**src/rtl/adc_wd_pkg.sv**
```systemverilog
package adc_wd_pkg;

    typedef enum logic {
        WD_CLEAR   = 1'b0,
        WD_TRIPPED = 1'b1
    } wd_state_e;

    typedef struct packed {
        logic reg_en;
        logic inj_en;
        logic single;
    } wd_guard_cfg_t;

endpackage

```
**src/rtl/adc_wd_guard_sel.sv**
```systemverilog
module adc_wd_guard_sel
    import adc_wd_pkg::*;
#(
    parameter int CHAN_W = 5
) (
    input  wd_guard_cfg_t     cfg,
    input  logic [CHAN_W-1:0] sel_chan,
    input  logic [CHAN_W-1:0] smp_chan,
    input  logic              smp_inj,
    output logic              guarded
);

    logic group_on;
    logic chan_ok;

    always_comb begin
        group_on = smp_inj ? cfg.inj_en : cfg.reg_en;
        chan_ok  = !cfg.single || (smp_chan == sel_chan);
        guarded  = group_on && chan_ok;
    end

endmodule

```
**src/rtl/adc_wd_window_cmp.sv**
```systemverilog
module adc_wd_window_cmp #(
    parameter int DATA_W = 12,
    parameter int THR_W  = 16
) (
    input  logic [DATA_W-1:0] sample,
    input  logic [THR_W-1:0]  hi_thr,
    input  logic [THR_W-1:0]  lo_thr,
    output logic              outside
);

    localparam int PAD_W = THR_W - DATA_W;

    logic [DATA_W-1:0] hi_cut;
    logic [DATA_W-1:0] lo_cut;
    logic [2*PAD_W-1:0] unused_thr_pad;

    assign hi_cut         = hi_thr[DATA_W-1:0];
    assign lo_cut         = lo_thr[DATA_W-1:0];
    assign unused_thr_pad = {hi_thr[THR_W-1:DATA_W], lo_thr[THR_W-1:DATA_W]};

    always_comb begin
        outside = (sample < lo_cut) || (sample > hi_cut);
    end

endmodule

```
**src/rtl/adc_wd_flag_fsm.sv**
```systemverilog
module adc_wd_flag_fsm
    import adc_wd_pkg::*;
(
    input  logic clk,
    input  logic rst_n,
    input  logic hit,
    input  logic clr,
    output logic flag
);

    wd_state_e state_q;
    wd_state_e state_d;

    always_comb begin
        state_d = state_q;
        unique case (state_q)
            WD_CLEAR:   if (hit)         state_d = WD_TRIPPED;
            WD_TRIPPED: if (clr && !hit) state_d = WD_CLEAR;
            default:                     state_d = WD_CLEAR;
        endcase
    end

    always_ff @(posedge clk or negedge rst_n) begin
        if (!rst_n) state_q <= WD_CLEAR;
        else        state_q <= state_d;
    end

    always_comb begin
        flag = (state_q == WD_TRIPPED);
    end


    flag_hold_chk: assert property (@(posedge clk) disable iff (!rst_n)
        (flag && !clr) |=> flag);


    hit_set_chk: assert property (@(posedge clk) disable iff (!rst_n)
        hit |=> flag);


    clr_drop_chk: assert property (@(posedge clk) disable iff (!rst_n)
        (clr && !hit) |=> !flag);

endmodule

```
**src/rtl/adc_window_watchdog.sv**
```systemverilog
module adc_window_watchdog
    import adc_wd_pkg::*;
#(
    parameter int DATA_W = 12,
    parameter int THR_W  = 16,
    parameter int CHAN_W = 5
) (
    input  logic              clk,
    input  logic              rst_n,
    input  logic              conv_done,
    input  logic [DATA_W-1:0] conv_data,
    input  logic [CHAN_W-1:0] conv_chan,
    input  logic              conv_inj,
    input  logic [THR_W-1:0]  thr_high,
    input  logic [THR_W-1:0]  thr_low,
    input  logic              wd_reg_en,
    input  logic              wd_inj_en,
    input  logic              wd_single,
    input  logic [CHAN_W-1:0] wd_chan,
    input  logic              irq_en,
    input  logic              flag_clr,
    output logic              flag,
    output logic              irq
);

    wd_guard_cfg_t cfg;
    logic          guarded;
    logic          outside;
    logic          hit;

    assign cfg = '{reg_en: wd_reg_en, inj_en: wd_inj_en, single: wd_single};

    adc_wd_guard_sel #(.CHAN_W(CHAN_W)) u_sel (
        .cfg      (cfg),
        .sel_chan (wd_chan),
        .smp_chan (conv_chan),
        .smp_inj  (conv_inj),
        .guarded  (guarded)
    );

    adc_wd_window_cmp #(.DATA_W(DATA_W), .THR_W(THR_W)) u_cmp (
        .sample  (conv_data),
        .hi_thr  (thr_high),
        .lo_thr  (thr_low),
        .outside (outside)
    );

    assign hit = conv_done && guarded && outside;

    adc_wd_flag_fsm u_fsm (
        .clk   (clk),
        .rst_n (rst_n),
        .hit   (hit),
        .clr   (flag_clr),
        .flag  (flag)
    );

    assign irq = flag && irq_en;


    no_guard_chk: assert property (@(posedge clk) disable iff (!rst_n)
        (!wd_reg_en && !wd_inj_en && !flag) |=> !flag);


    irq_gate_chk: assert property (@(posedge clk) disable iff (!rst_n)
        irq |-> irq_en);

endmodule

```
**config.mk**
```make
export PLATFORM = sky130hd
export DESIGN_NAME = adc_window_watchdog
export DESIGN_NICKNAME = d
export VERILOG_FILES = /design/src/rtl/adc_wd_pkg.sv /design/src/rtl/adc_wd_guard_sel.sv /design/src/rtl/adc_wd_window_cmp.sv /design/src/rtl/adc_wd_flag_fsm.sv /design/src/rtl/adc_window_watchdog.sv
export SDC_FILE = /design/constraint.sdc
export NUM_CORES = 1
export LEC_CHECK = 0
export BUFFER_PORTS_ARGS = -buffer_cell sky130_fd_sc_hd__buf_2
export CAP_MARGIN = 25
export CORE_ASPECT_RATIO = 1.4
export CORE_MARGIN = 5
export CORE_UTILIZATION = 30
export CTS_CLUSTER_DIAMETER = 150
export DETAILED_ROUTE_END_ITERATION = 8
export PLACE_DENSITY = 0.65
export SETUP_SLACK_MARGIN = 0.02
export SYNTH_ARGS = -nofsm -noshare
export SYNTH_HDL_FRONTEND = slang
export SYNTH_SLANG_ARGS = --single-unit
```
**constraint.sdc**
```tcl
create_clock -name clk -period 0.85 [get_ports clk]
set_input_delay 0.085 -clock clk [delete_from_list [all_inputs] [get_ports clk]]
set_output_delay 0.085 -clock clk [all_outputs]
set_load 0.01 [all_outputs]
```
* After elaboration in Yosys (flattened, before gate mapping)
Index checks and enable logic that the tools add are counted.
** Storage, ports and cells
- Register bits after elaboration :: 1
- Input port bits :: 63
- Word-level logic and storage cells :: 18
** Cells by class
- Order comparisons :: 2
- Equality and inequality tests :: 1
- Mux-type cells :: 4
- Bitwise gates (word level) :: 1
- Reduce and logical (&&, ||, !) cells :: 9
** Operators with widths (number)
- 12-bit greater-than comparator :: 1
- 12-bit < comparator :: 1
- 5-bit == test :: 1
- 1-bit logical AND :: 5
- 1-bit 2-to-1 mux :: 3
- 1-bit zero test :: 2
- 1-bit logical OR :: 2
- 1-bit case mux with 2 select lines :: 1
- 1-bit NOT :: 1

* Longest topological paths before layout
- Depth in word-level cells :: 9
- Gate-level depth with buffers :: 8

* Modules after synthesis
Synthesis repeated with hierarchy kept, for this count alone.
** Second synthesis, totals
- Cell total of the unflattened synthesis :: 97
- Area, all modules :: 713.2 µm²
** By module, submodules not included
- adc_wd_window_cmp :: instances 1, cells an instance 83, area each 590.6 µm²
- adc_wd_guard_sel :: instances 1, cells an instance 9, area each 73.8 µm²
- adc_wd_flag_fsm :: instances 1, cells an instance 3, area each 36.3 µm²
- adc_window_watchdog :: instances 1, cells an instance 2, area each 12.5 µm²

* Least setup slack after synthesis
No wires, ideal clock.
- Path type :: input port to flip-flop
- Start :: input port thr_high[1]
- End :: register u_fsm.state_q (netlist: u_fsm.flag)
- Arrival time :: 1269 ps
- Path slack :: -549 ps
- Stages on the path :: 8
- Path buffers :: 0
- Path through :: inv_1 ha_1 nor2b_4 o211ai_2 a211oi_1 a2111oi_2 a2bb2oi_1 o22ai_1
** On the way
- Longest elaborated chain between the ends :: 7
- Elaborated cells between the ends (all ways) :: 8
- Those cells by class :: 1 x order compare; 3 x mux; 4 x reduce/logical
** RTL lines
- from (decl) :: RTL line adc_window_watchdog.sv:14 : input logic [THR_W-1:0] thr_high,
- 12-bit greater-than comparator * :: RTL line adc_wd_window_cmp.sv:22 : outside = (sample < lo_cut) || (sample > hi_cut);
- 1-bit logical OR * :: RTL line adc_wd_window_cmp.sv:22
- 1-bit logical AND * :: RTL line adc_window_watchdog.sv:48 : assign hit = conv_done && guarded && outside;
- 1-bit zero test :: RTL line adc_wd_flag_fsm.sv:18 : WD_TRIPPED: if (clr && !hit) state_d = WD_CLEAR;
- 1-bit logical AND :: RTL line adc_wd_flag_fsm.sv:18
- 1-bit 2-to-1 mux :: RTL line adc_wd_flag_fsm.sv:18
- 1-bit case mux with 2 select lines * :: RTL line adc_wd_flag_fsm.sv:16 : unique case (state_q)
- net u_fsm.state_d :: RTL line adc_wd_flag_fsm.sv:12 : wd_state_e state_d;
- to (signal assigned) :: RTL line adc_wd_flag_fsm.sv:25 : else state_q <= state_d;
- to (decl) :: RTL line adc_wd_flag_fsm.sv:11 : wd_state_e state_q;
The timed path passes the listed nets; every way through them passes the cells marked *.

* Worst setup path in the final report
- Start :: input port conv_data[1]
- End :: register u_fsm.state_q (netlist: u_fsm.flag)
** On the way
- Longest elaborated chain between the ends :: 7
- Elaborated cells between the ends (all ways) :: 9
- Those cells by class :: 2 x order compare; 3 x mux; 4 x reduce/logical
** RTL lines
- from (decl) :: RTL line adc_window_watchdog.sv:11 : input logic [DATA_W-1:0] conv_data,
- 12-bit < comparator or 12-bit greater-than comparator (tied branches) :: RTL line adc_wd_window_cmp.sv:22
- 1-bit logical OR * :: RTL line adc_wd_window_cmp.sv:22
- 1-bit logical AND * :: RTL line adc_window_watchdog.sv:48
- 1-bit zero test :: RTL line adc_wd_flag_fsm.sv:18
- 1-bit logical AND :: RTL line adc_wd_flag_fsm.sv:18
- 1-bit 2-to-1 mux :: RTL line adc_wd_flag_fsm.sv:18
- 1-bit case mux with 2 select lines * :: RTL line adc_wd_flag_fsm.sv:16
- net u_fsm.state_d :: RTL line adc_wd_flag_fsm.sv:12
Marks and branches as above.

==> flow_summary.toml <==
[timing]
clock_skew_ns = 0
drv_slew = 0
timing_hold_violations_final = 0
final.setup.worst_slack_ns = -0.550
grt_setup_unrepaired = "true"
timing.final.crit_period_ns = 1.40
slew-limit-headroom_pct = 82.5
worst_slew_pin_slew_ns = 0.262
final_setup_vio_count = 1
period_share_pct = 165
maxClockFrequency_ghz = 0.714

[global_route]
grt_antenna_before_repair = 0
grt_start_max_net_pins = 4
number_of_global_route_vias_before_repair = 878
grt_usage_pct = 11.8
grt_first_pass_wirelength_mm = 3.32
grt.overflow.total = 0

[critical_path]
critical_path_arrival_ns = 1.27
crit_path_start = "conv_data[1]"
crit_path_start_kind = "input pin"
critPathMaxFanout = 2
timing.setup.critical_path_class = "input pin to register"
reg2regPathDepth = 2
rr_startpoint = "u_fsm.flag$_DFF_PN0_"
cp-endpoint = "u_fsm.flag$_DFF_PN0_"
worst_ep_required_time_ns = 0.72
end_kind = "register"
rr_endpoint = "u_fsm.flag$_DFF_PN0_"
rrSetupSlack_ns = 0.23

[detailed_routing]
drt-vias-per-instance = 4.81
drt-wirelength-per-cell_um = 12.0
drt_pass1_iterations = 2
via_count = 857
drc = 0
routed_wire_length_mm = 2.14
route.antenna.remaining_nets = 0
drt_iter0_markers = 3

[synth]
synth_cell_type_count = 28
post_synth_net_total = 177
synth_area_um2 = 697
synth_top_area_share_pct = 41.3
synth_area_per_cell_um2 = 7.66
synthCells = 91
ys.flop_type = "dfrtp_1"
synth.yosys.warnings = 0
async_flop_share_pct = 100
ys_top_cells_by_count = "24 x inv_1, 23 x ha_1, 7 x a21oi_1"
synth.most_common_cell = "inv_1"
synth.area.top_cells = "ha_1 41%, inv_1 13%, a21oi_1 5.0%"
synth_seq_cells = 1
synth-edff-count = 0
netlist.top_cell.by_area = "ha_1"
synth_sequential_area_ratio_pct = 3.59

[clocking]
worstSkewPairLatency_ns = 0
post-cts-setup-buffers = 0
path_clk_slew_ns = 0

[pwr]
leakage_nw = 0.700
p_per_area_nw_per_um2 = 502
vdd_ir_drop_max_mv = 0.211

[place]
gp_congestion = 0.669
placed_cells_incl_taps = 177
portBuffers = 56
dp_hpwl_mm = 1.89
placement.cell_area_um2 = 1140

[cells_and_area]
post_layout_nonfiller_instances = 178
finalNetCount = 244
fillerInstances = 204
antenna-diode-count = 0
area_delta_synth_final_pct = 84.6
ff_latch_area_um2 = 25.0
post_route_cells_drive_above_1_share_pct = 58.3
multi_input_gate_area_in_the_final_layout_um2 = 741
max_reg_flops = 1
final_design_area_no_fill_um2 = 1290

[flow_run]
cap_violations = 0

[worst_hold_path]
min_delay_path_depth = 2
worst_hold_path_type = "input pin to register"

[floorplan]
floorplan.rows = 20
chipHeight_um = 67.0
die_area_um2 = 3400
core_area_um2 = 2200
io_pins = 65
initial_core_util_pct = 31.6
die_w_um = 50.7

[outcome]
failing_checks = "setup timing"
outcome = "complete, but fails checks"
## cell type report
| class | count | share of cell area (%) |
|---|---|---|
| Multi-Input combinational cell | 66 | 57.6 |
| Timing Repair Buffer | 65 | 30.0 |
| Inverter | 24 | 8.37 |
| Tap cell | 22 | 2.14 |
| Sequential cell | 1 | 1.95 |
## cells by family (layout without fill, tap and decap cells)
logic type               after synthesis  count (layout)  synth area share [%]
adder cells (fa/ha/maj)               23              23                  41.3
buffers and inverters                 24              89                  12.9
XOR/XNOR                               5               5                  6.28
AO/OA/AOI/OAI                         21              21                  21.4
flip-flops                             1               1                  3.59
AND/OR/NAND/NOR                       17              17                  14.5
## timing repair
item,in CTS,in global routing
endpoints found under the setup margin,1,1
resized for setup,17,8
endpoints found under the hold margin,1,0
hold buffers,1,0
pin swaps,13,5
## layer usage
layer | GRT usage, % | share of wire, %
met1 | 12.4 | 34
met2 | 25.3 | 60
met3 | 1.12 | 6.2
met4 | 0 | 0
met5 | 0 | 0
## where the power goes
group | internal, mW | total [mW] | leakage, nW | switching [mW]
Clock | 0 | 0 | 0 | 0
Sequential | 0.0538 | 0.0573 | 0.0131 | 0.00351
Combinational | 0.336 | 0.588 | 0.687 | 0.252
## metrics by stage
| stage | TNS, ns | utilization (%) | setup WS [ns] | hold WS [ns] | total power [mW] |
|---|---|---|---|---|---|
| after floorplan | -0.411 | - | -0.411 | -0.211 | 0.328 |
| after global placement | -0.657 | 51.9 | -0.657 | -0.138 | 0.548 |
| after detailed placement | -0.675 | 51.9 | -0.675 | -0.140 | 0.565 |
| after CTS | -0.583 | 57.0 | -0.583 | 0.287 | 0.628 |
| after global routing | -0.657 | 58.4 | -0.657 | 0.312 | 0.722 |
| final | -0.550 | 58.4 | -0.550 | 0.283 | 0.645 |
## critical path, cell delays in order
cell,delay (ns)
buf_2,0.13
ha_4,0.21
nor2b_4,0.12
o211ai_2,0.15
a211oi_2,0.09
a2111oi_2,0.21
a2bb2oi_1,0.18
o22ai_1,0.09
## worst min path at each step
stage	from	endpoint	slack, ns
2_1_floorplan	rst_n	u_fsm.flag$_DFF_PN0_	-0.21
3_3_place_gp	rst_n	u_fsm.flag$_DFF_PN0_	-0.14
3_5_place_dp	rst_n	u_fsm.flag$_DFF_PN0_	-0.14
4_1_cts	flag_clr	u_fsm.flag$_DFF_PN0_	0.29
5_1_grt	flag_clr	u_fsm.flag$_DFF_PN0_	0.31
6_report	flag_clr	u_fsm.flag$_DFF_PN0_	0.28
## placed cells by master, fill, tap and decap left out, drive strengths merged
cell         instances
nand4                3
and4                 1
a2111oi              1
buf                 64
nand2b               2
inv                 24
nand3                3
xor2                 2
o31ai                1
a211oi               1
dfrtp                1
o211ai               1
a21o                 3
nand2                3
a31oi                1
o21ai                2
dlygate4sd3          1
nor3                 1
nor2                 1
a21oi                7
nor4                 1
xnor2                3
a2bb2oi              1
o22ai                1
ha                  23
and2                 1
nor2b                1
o2111ai              1
a211o                1
No activity file was read; power rests on OpenSTA's default activity.
